<file path="config.mk">
export PLATFORM = sky130hd
export DESIGN_NAME = pic_fixed_nest
export DESIGN_NICKNAME = d
export VERILOG_FILES = /design/src/rtl/pic_pkg.sv /design/src/rtl/pic_edge_capture.sv /design/src/rtl/pic_resolve.sv /design/src/rtl/pic_service.sv /design/src/rtl/pic_regs.sv /design/src/rtl/pic_fixed_nest.sv
export SDC_FILE = /design/constraint.sdc
export NUM_CORES = 1
export LEC_CHECK = 0
export ABC_AREA = 0
export BUFFER_PORTS_ARGS = -buffer_cell sky130_fd_sc_hd__buf_4
export CORE_MARGIN = 10
export CORE_UTILIZATION = 54
export CTS_CLUSTER_DIAMETER = 40
export DETAILED_ROUTE_END_ITERATION = 7
export GPL_ROUTABILITY_DRIVEN = 0
export PLACE_DENSITY = 0.83
export SLEW_MARGIN = 10
export SYNTH_ARGS = -nofsm -noshare
export SYNTH_HDL_FRONTEND = slang
export SYNTH_SLANG_ARGS = --single-unit
</file>
<file path="constraint.sdc">
create_clock -name clk -period 5.9 [get_ports clk]
set_input_delay 1.18 -clock clk [delete_from_list [all_inputs] [get_ports clk]]
set_output_delay 1.18 -clock clk [all_outputs]
set_load 0.01 [all_outputs]
</file>
<file path="src/rtl/pic_pkg.sv">
package pic_pkg;
   typedef enum logic [1:0] {
      A_REQ_CMD = 2'd0,
      A_INSERV  = 2'd1,
      A_MASK    = 2'd2,
      A_BASE    = 2'd3
   } pic_addr_e;

   // upper field of a specific end-of-interrupt command (0x60 >> 3)
   localparam int EOI_SPEC_CODE = 12;
endpackage

</file>
<file path="src/rtl/pic_edge_capture.sv">
module pic_edge_capture #(
   parameter int NLINES = 8,
   parameter logic [NLINES-1:0] SUP = '1
) (
   input  logic              clk,
   input  logic              rst_n,
   input  logic [NLINES-1:0] lines,
   input  logic [NLINES-1:0] mask,
   input  logic [NLINES-1:0] clr,
   output logic [NLINES-1:0] req
);
   logic [NLINES-1:0] prev_q;
   logic [NLINES-1:0] rise;
   logic [NLINES-1:0] req_d;

   assign rise  = lines & ~prev_q;
   assign req_d = ((req & ~clr) | (rise & ~mask)) & SUP;

   always_ff @(posedge clk) begin
      if (!rst_n) begin
         prev_q <= '0;
         req    <= '0;
      end else begin
         prev_q <= lines;
         req    <= req_d;
      end
   end

   // a masked line that is not pending must not become pending
   p_masked_hold_r4: assert property (@(posedge clk) disable iff (!rst_n)
      1'b1 |=> ((req & $past(mask & ~req)) == '0));
endmodule

</file>
<file path="src/rtl/pic_resolve.sv">
module pic_resolve #(
   parameter int NLINES = 8,
   localparam int LW = $clog2(NLINES)
) (
   input  logic [NLINES-1:0] pend,
   input  logic [NLINES-1:0] inserv,
   output logic              pend_valid,
   output logic [LW-1:0]     pend_idx,
   output logic              want_int
);
   logic          srv_valid;
   logic [LW-1:0] srv_idx;

   always_comb begin
      pend_valid = 1'b0;
      pend_idx   = '0;
      srv_valid  = 1'b0;
      srv_idx    = '0;
      for (int i = NLINES - 1; i >= 0; i--) begin
         if (pend[i]) begin
            pend_valid = 1'b1;
            pend_idx   = LW'(i);
         end
         if (inserv[i]) begin
            srv_valid = 1'b1;
            srv_idx   = LW'(i);
         end
      end
      want_int = pend_valid && (!srv_valid || (pend_idx < srv_idx));
   end
endmodule

</file>
<file path="src/rtl/pic_service.sv">
module pic_service #(
   parameter int NLINES = 8,
   parameter logic [NLINES-1:0] SUP = '1
) (
   input  logic              clk,
   input  logic              rst_n,
   input  logic [NLINES-1:0] take,
   input  logic [NLINES-1:0] retire,
   output logic [NLINES-1:0] inserv
);
   always_ff @(posedge clk) begin
      if (!rst_n) inserv <= '0;
      else        inserv <= ((inserv & ~retire) | take) & SUP;
   end

   p_sup_only_r2: assert property (@(posedge clk) disable iff (!rst_n)
      (take & ~SUP) == '0 |=> (inserv & ~SUP) == '0);

   p_take_onehot_r6: assert property (@(posedge clk) disable iff (!rst_n)
      $onehot0(take));
endmodule

</file>
<file path="src/rtl/pic_regs.sv">
module pic_regs
   import pic_pkg::*;
#(
   parameter int NLINES = 8,
   parameter int VW = 8,
   parameter logic [NLINES-1:0] SUP = '1,
   localparam int LW = $clog2(NLINES)
) (
   input  logic              clk,
   input  logic              rst_n,
   input  logic              wr,
   input  logic [1:0]        addr,
   input  logic [VW-1:0]     wdata,
   input  logic [NLINES-1:0] req,
   input  logic [NLINES-1:0] inserv,
   output logic [VW-1:0]     rdata,
   output logic [NLINES-1:0] mask,
   output logic [VW-1:0]     base
);
   always_ff @(posedge clk) begin
      if (!rst_n) begin
         mask <= '0;
         base <= '0;
      end else if (wr) begin
         if (addr == A_MASK) mask <= wdata[NLINES-1:0] & SUP;
         if (addr == A_BASE) base <= {wdata[VW-1:LW], {LW{1'b0}}};
      end
   end

   always_comb begin
      unique case (addr)
         A_REQ_CMD: rdata = VW'(req);
         A_INSERV:  rdata = VW'(inserv);
         A_MASK:    rdata = VW'(mask);
         default:   rdata = base;
      endcase
   end

   p_mask_rb_r2: assert property (@(posedge clk) disable iff (!rst_n)
      (addr == A_MASK) |-> ((rdata[NLINES-1:0] & ~SUP) == '0));
endmodule

</file>
<file path="src/rtl/pic_fixed_nest.sv">
module pic_fixed_nest
   import pic_pkg::*;
#(
   parameter int NLINES = 8,
   parameter int VW = 8,
   parameter int NSRC = 4,
   parameter int SRC_LINE [NSRC] = '{0, 5, 4, 3}
) (
   input  logic            clk,
   input  logic            rst_n,
   input  logic [NSRC-1:0] irq_src,
   input  logic            reg_wr,
   input  logic [1:0]      reg_addr,
   input  logic [VW-1:0]   reg_wdata,
   output logic [VW-1:0]   reg_rdata,
   input  logic            ack,
   output logic [VW-1:0]   ack_vec,
   output logic            cpu_int
);
   localparam int LW = $clog2(NLINES);

   function automatic logic [NLINES-1:0] sup_of();
      logic [NLINES-1:0] m = '0;
      for (int s = 0; s < NSRC; s++) m[SRC_LINE[s]] = 1'b1;
      return m;
   endfunction
   localparam logic [NLINES-1:0] SUP = sup_of();

   generate
      if (NLINES != (1 << LW)) begin : g_bad_lines
         $error("NLINES must be a power of two");
      end
      if (VW <= LW) begin : g_bad_vw
         $error("VW must exceed the line index width");
      end
      for (genvar s = 0; s < NSRC; s++) begin : g_chk
         if (SRC_LINE[s] >= NLINES) begin : g_bad_map
            $error("source mapped outside line range");
         end
      end
   endgenerate

   logic [NLINES-1:0] lines, req, inserv, mask, pend, take, retire;
   logic [VW-1:0]     base;
   logic              pend_valid, want_int, eoi_spec;
   logic [LW-1:0]     pend_idx;

   always_comb begin
      lines = '0;
      for (int s = 0; s < NSRC; s++) lines[SRC_LINE[s]] = irq_src[s];
   end

   assign pend     = req & ~mask;
   assign eoi_spec = reg_wr && (reg_addr == A_REQ_CMD) &&
                     (reg_wdata[VW-1:LW] == (VW-LW)'(EOI_SPEC_CODE));
   assign retire   = eoi_spec ? (NLINES'(1) << reg_wdata[LW-1:0]) : '0;
   assign take     = (ack && want_int) ? (NLINES'(1) << pend_idx) : '0;
   assign ack_vec  = base | VW'(want_int ? pend_idx : {LW{1'b1}});
   assign cpu_int  = want_int;

   pic_edge_capture #(.NLINES(NLINES), .SUP(SUP)) u_edge (
      .clk(clk), .rst_n(rst_n), .lines(lines), .mask(mask),
      .clr(take), .req(req));

   pic_resolve #(.NLINES(NLINES)) u_res (
      .pend(pend), .inserv(inserv), .pend_valid(pend_valid),
      .pend_idx(pend_idx), .want_int(want_int));

   pic_service #(.NLINES(NLINES), .SUP(SUP)) u_srv (
      .clk(clk), .rst_n(rst_n), .take(take), .retire(retire),
      .inserv(inserv));

   pic_regs #(.NLINES(NLINES), .VW(VW), .SUP(SUP)) u_regs (
      .clk(clk), .rst_n(rst_n), .wr(reg_wr), .addr(reg_addr),
      .wdata(reg_wdata), .req(req), .inserv(inserv), .rdata(reg_rdata),
      .mask(mask), .base(base));

   p_ack_moves_r6: assert property (@(posedge clk) disable iff (!rst_n)
      (ack && cpu_int && !eoi_spec) |=>
         ($countones(inserv) == $past($countones(inserv)) + 1));

   p_spur_vec_r8: assert property (@(posedge clk) disable iff (!rst_n)
      (ack && !cpu_int) |-> (ack_vec[LW-1:0] == {LW{1'b1}}));

   p_bad_eoi_r10: assert property (@(posedge clk) disable iff (!rst_n)
      (reg_wr && reg_addr == A_REQ_CMD && !eoi_spec && !ack) |=> $stable(inserv));

   p_int_has_pend_r7: assert property (@(posedge clk) disable iff (!rst_n)
      cpu_int |-> (req & ~mask) != '0);
endmodule

</file>
== Yosys cells after proc, flatten, opt, wreduce, memory -nomap -nowiden ==
Index checks and enable logic that the tools add are counted.

* Word-level logic and storage cells: 69
* Output and inout bits: 17
* Input port bits: 18
* Register bits after elaboration: 21

* Bitwise gates (word level): 12
* $lt $le $gt $ge: 1
* Shift operators: 2
* Multiplexer cells: 36
* Reduce and logical (&&, ||, !) cells: 9
* Equal/unequal tests: 4

{| class="wikitable"
|+ Operator list
! kind !! number
|-
| 3-bit two-way mux || 17
|-
| 6-bit bitwise AND || 4
|-
| 8-bit case mux with 3 select lines || 1
|-
| 6-bit inverter || 3
|-
| 1-bit two-way mux || 16
|-
| 6-bit two-way mux || 2
|-
| 6-bit OR || 2
|-
| 1-bit by 3-bit left shift with 6-bit output (first input constant) || 2
|-
| 6-bit by 8-bit bitwise AND with 8-bit output || 1
|-
| 6-bit inverter with 8-bit output || 1
|-
| 8-bit by 3-bit OR with 8-bit output || 1
|-
| 5-bit by 4-bit equality test with 1-bit output (second input constant) || 1
|-
| 2-bit equality test (second input constant) || 2
|-
| 1-bit logical AND || 4
|-
| 2-bit AND reduction || 2
|-
| 3-bit < comparator || 1
|-
| 2-bit by 1-bit equality test with 1-bit output (second input constant) || 1
|-
| 2-bit logical NOT || 1
|-
| 1-bit logical NOT || 1
|-
| 1-bit logical OR || 1
|}

== Depth between registers and ports, before layout ==
* Depth in word-level cells: 18
* Mapped depth: 8
* Depth with buffers taken out: 8

== Cells and area by module ==
From an unflattened synthesis, not the netlist that was laid out.

* Cell total of the unflattened synthesis: 191
* Area, all modules: 1607.8 µm²

{| class="wikitable"
|+ By module, submodules not included
! module !! area an instance (µm²) !! instances !! cells each !! sequential area each (µm²)
|-
| pic_regs || 591.8 || 1 || 63 || 180.2
|-
| pic_edge_capture || 329.1 || 1 || 29 || 160.2
|-
| pic_fixed_nest || 277.8 || 1 || 46 || 0.0
|-
| pic_resolve || 210.2 || 1 || 36 || 0.0
|-
| pic_service || 198.9 || 1 || 17 || 80.1
|}

== Worst setup path before layout ==
No wires, ideal clock.

* Path kind: input -> output
* Start: in reg_addr[0]
* End: out reg_rdata[3]
* Stages: 2
* Setup slack: 2.855 ns
* Buffers on the path: 1
* Arrival time: 1.865 ns
* Data required time: 4.720 ns
* Cells stage by stage: buf_4 mux4_2

* Cells in the longest elaborated chain, start to end: 2
* Elaborated cells between the ends (all ways): 4
* Classes of those cells: eq/ne: 2; mux: 1; reduce/logical: 1

{| class="wikitable"
|+ RTL lines
! what !! RTL line !! source
|-
| start, declared || pic_fixed_nest.sv:13 || <nowiki>input logic [1:0] reg_addr,</nowiki>
|-
| 2-bit equality test, or another cell as far along || pic_regs.sv:31 || <nowiki>unique case (addr)</nowiki>
|-
| 8-bit case mux with 3 select lines (*) || pic_regs.sv:31 ||
|-
| end, declared || pic_fixed_nest.sv:15 || <nowiki>output logic [VW-1:0] reg_rdata,</nowiki>
|}

Every way passes the cells marked *; elsewhere a longest branch is shown, timed or not.

== Worst setup path in the final report ==
* Start: reg u_regs.mask[4]
* End: out cpu_int

* Cells in the longest elaborated chain, start to end: 10
* Elaborated cells between the ends (all ways): 15
* Classes of those cells: order compare: 1; mux: 10; bitwise: 2; reduce/logical: 2

{| class="wikitable"
|+ RTL lines
! what !! RTL line !! source
|-
| start, declared || pic_regs.sv:17 || <nowiki>output logic [NLINES-1:0] mask,</nowiki>
|-
| start signal, assigned || pic_regs.sv:25 || <nowiki>if (addr == A_MASK) mask <= wdata[NLINES-1:0] & SUP;</nowiki>
|-
| 6-bit inverter with 8-bit output (*) || -- ||
|-
| 6-bit by 8-bit bitwise AND with 8-bit output (*) || pic_fixed_nest.sv:53 || <nowiki>assign pend = req & ~mask;</nowiki>
|-
| 3-bit two-way mux (5 in series) || pic_resolve.sv:20 || <nowiki>if (pend[i]) begin</nowiki>
|-
| 3-bit < comparator || pic_resolve.sv:29 || <nowiki>want_int = pend_valid && (!srv_valid || (pend_idx < srv_idx));</nowiki>
|-
| 1-bit logical OR || pic_resolve.sv:29 ||
|-
| 1-bit logical AND (*) || pic_resolve.sv:29 ||
|-
| end, declared || pic_fixed_nest.sv:18 || <nowiki>output logic cpu_int</nowiki>
|}

Marks and branches as above.

==> summary.txt <==
Run status
  – Status: finished, final reports clean

Synth
  – Ys flop type: dfxtp_1
  – Yosys warns: 0
  – Syn_area_per_cell: 8.91 µm²
  – Netlist cell types: 35
  – Most frequent cell after synthesis: dfxtp_1
  – Synth top cells by count: 21 x dfxtp_1, 15 x nor2_1, 10 x o21ai_0
  – Synthesized instance count: 130
  – Post-synth EDFFs: 0
  – Register area share after synthesis: 36.3%
  – #FFs+latches synth: 21
  – Share of flip-flops with an asynchronous set or reset: 0%
  – Top-area cell type share of the netlist area: 36.3%
  – Syn Std Cell Area: 1160 µm²
  – Top cell type by total area after synthesis: dfxtp_1
  – Synth top area cells: dfxtp_1 36%, mux2i_1 7.8%, mux4_2 5.8%

Pwr
  – Clock power share: 21.1%
  – Internal power: 0.000222 W
  – Comb pwr share: 29.3%
  – Power per Cell Area: 222 nW/µm²
  – Switching power: 0.0000951 W
  – Peak VDD IR: 0.162 mV
  – Pleak: 0.659 nW
  – Sw Share: 30.0%
  – Seq pwr share: 49.7%

Timing
  – RSZ-0062 raised after global routing: no
  – Fin Setup TNS: 0 ps
  – Worst clock skew: 3.74 ps
  – Slew Limit Fails: 0
  – Period utilisation layout: 61.4%
  – Post-layout min period: 3620 ps
  – Final hold viol count: 0
  – Fmax: 276 MHz
  – # setup viols final: 0

Final layout
  – Final #Nets: 182
  – Post-route insts no fill: 188
  – Area grow syn2layout: 23.3%
  – Layout cell share with drive strength beyond 1: 26.1%
  – # diodes: 0

Routing
  – Antenna-violating nets left: 0
  – Routed wire length per instance: 15.9 µm
  – Drt first-iter violations: 47
  – Remaining routing DRC violations: 0
  – First-pass DRT Iterations: 4
  – WL final: 2990 µm
  – Via density: 5.79
  – Vias: 1,089

GRT
  – Total gr overflow: 0
  – Number of global-route vias before repair: 1,075
  – GR Util All Layers: 13.6%
  – Gr busiest metal: met2
  – Met2 GRT Util: 24.8%
  – Met3 Use GR: 3.56%
  – First-pass GRT wire length: 4780 µm
  – Initial antenna violation count: 0
  – Largest net degree at the start of global routing: 13
  – Global Route met1 Usage: 14.5%

Clocking
  – H-tree depth: 1
  – CTS clk-pin slew, worst paths: 110 ps
  – Clock buffer depth: 2
  – CTS buffer count: 3
  – Worst skew pair latency: 290 ps
  – CTS tree: built
  – Post-CTS Setup Inserts: 0
  – Sink Count: 21
  – CTS root buf: clkbuf_4
  – Hold buffers post-CTS: 0
  – Post-cts resize count: 0

Critical path
  – R2r endpoint: u_edge.req[5]
  – Critical path arrival: 2440 ps
  – Reg-to-Reg Start: u_regs.mask[0]
  – CP Class: reg -> out
  – CP Launch Type: register
  – Worst reg-to-reg setup slack: 3550 ps
  – Critical Path Fanout Max: 7
  – Worst EP required: 4720 ps
  – Reg2reg path depth: 7
  – Setup crit end kind: output port

Job
  – Max-cap violations: 0

Min path
  – HP Start: u_regs.mask[0]
  – Hold endpoint: u_regs.mask[0]
  – Hold WC Path Type: reg -> reg
  – Hold Path Depth: 2

Placed design
  – I/O Buffers: 32
  – Cells after DPL: 184
  – HPWL Detailed: 2450 µm

Die
  – Starting Density: 57.9%
  – Die Area: 4400 µm²
  – Number of I/O pins: 35
  – # rows: 16
  – Die width: 66.3 µm
  – Core area: 2000 µm²
  – Chip Height: 66.3 µm
cells in the final DEF, fill, tap and decap left out, types with 5 or more instances in the layout:
| master | Yosys | layout |
|---|---|---|
| mux2i_1 | 9 | 9 |
| nand2_1 | 9 | 9 |
| nor2b_1 | 6 | 6 |
| nor2_1 | 15 | 15 |
| dfxtp_1 | 21 | 21 |
| buf_4 | 3 | 32 |
| nand2b_1 | 5 | 5 |
| o21ai_0 | 10 | 10 |
| a21oi_1 | 5 | 5 |
critical path, cell delays in order, from the launching register on:
cell,delay (ps)
dfxtp_1,390
nor2b_1,360
nor2_1,90
nor2_1,120
ha_1,260
a211oi_1,190
o21ai_0,190
a21oi_1,260
o32a_1,180
buf_4,120
registers in the layout, indices dropped and copies added, names as in the netlist:
name / cells
u_edge.prev_q: 4
u_edge.req: 4
u_regs.base: 5
u_regs.mask: 4
u_srv.inserv: 4
area by class of cell:
class	instances	area (µm²)
Fill cell	173	573
Timing Repair Buffer	32	240
Sequential cell	21	420
Inverter	2	7.51
Clock buffer	4	26.3
Multi-Input combinational cell	102	701
Tap cell	27	33.8
worst max path at each step:
stage	start	end	slack [ps]	depth (start not counted)
after CTS	u_regs.mask[0]	cpu_int	2290	9
after global placement	reg_addr[0]	reg_rdata[4]	2700	3
final	u_regs.mask[4]	cpu_int	2280	9
after floorplan	reg_addr[0]	reg_rdata[3]	2850	2
after detailed placement	u_regs.mask[0]	cpu_int	2650	9
after global routing	u_regs.mask[0]	cpu_int	2010	9
kinds of logic after synthesis:
kind of cell             Yosys count  synth area share, %
AND/OR/NAND/NOR                   57                 27.6
multiplexers                      12                 13.6
buffers and inverters              8                 3.56
AO/OA/AOI/OAI                     29                 16.4
flip-flops                        21                 36.3
other                              1                0.324
adder cells (fa/ha/maj)            2                 2.16
metal layers:
layer	wire length, µm	vias up	share of wire [%]
li1	-	526	-
met1	1250	518	42
met2	1550	39	52
met3	151	6	5.0
met4	42	0	1.4
met5	0	-	0
per-stage QoR:
| stage | hold slack, ps | utilization, % | instance area (µm²) | power (W) | worst slack, ps |
|---|---|---|---|---|---|
| finish | 519 | 71.4 | 1430 | 0.000317 | 2280 |
| global placement | 497 | 70.1 | 1400 | 0.000249 | 2700 |
| global route | 553 | 71.4 | 1430 | 0.000336 | 2010 |
| CTS | 524 | 71.4 | 1430 | 0.000319 | 2290 |
| detailed placement | 510 | 70.1 | 1400 | 0.000253 | 2650 |
| floorplan | 469 | - | 1160 | 0.000216 | 2850 |
power by group through the flow:
stage                     Clock (W)  Sequential [W]  Combinational, W
after floorplan                   0        0.000158         0.0000580
after global placement            0        0.000160         0.0000896
after detailed placement          0        0.000160         0.0000925
after CTS                 0.0000689        0.000157         0.0000931
after global routing      0.0000752        0.000158          0.000103
final                     0.0000668        0.000157         0.0000928
Note: power is estimated with default switching activity, not from simulation.
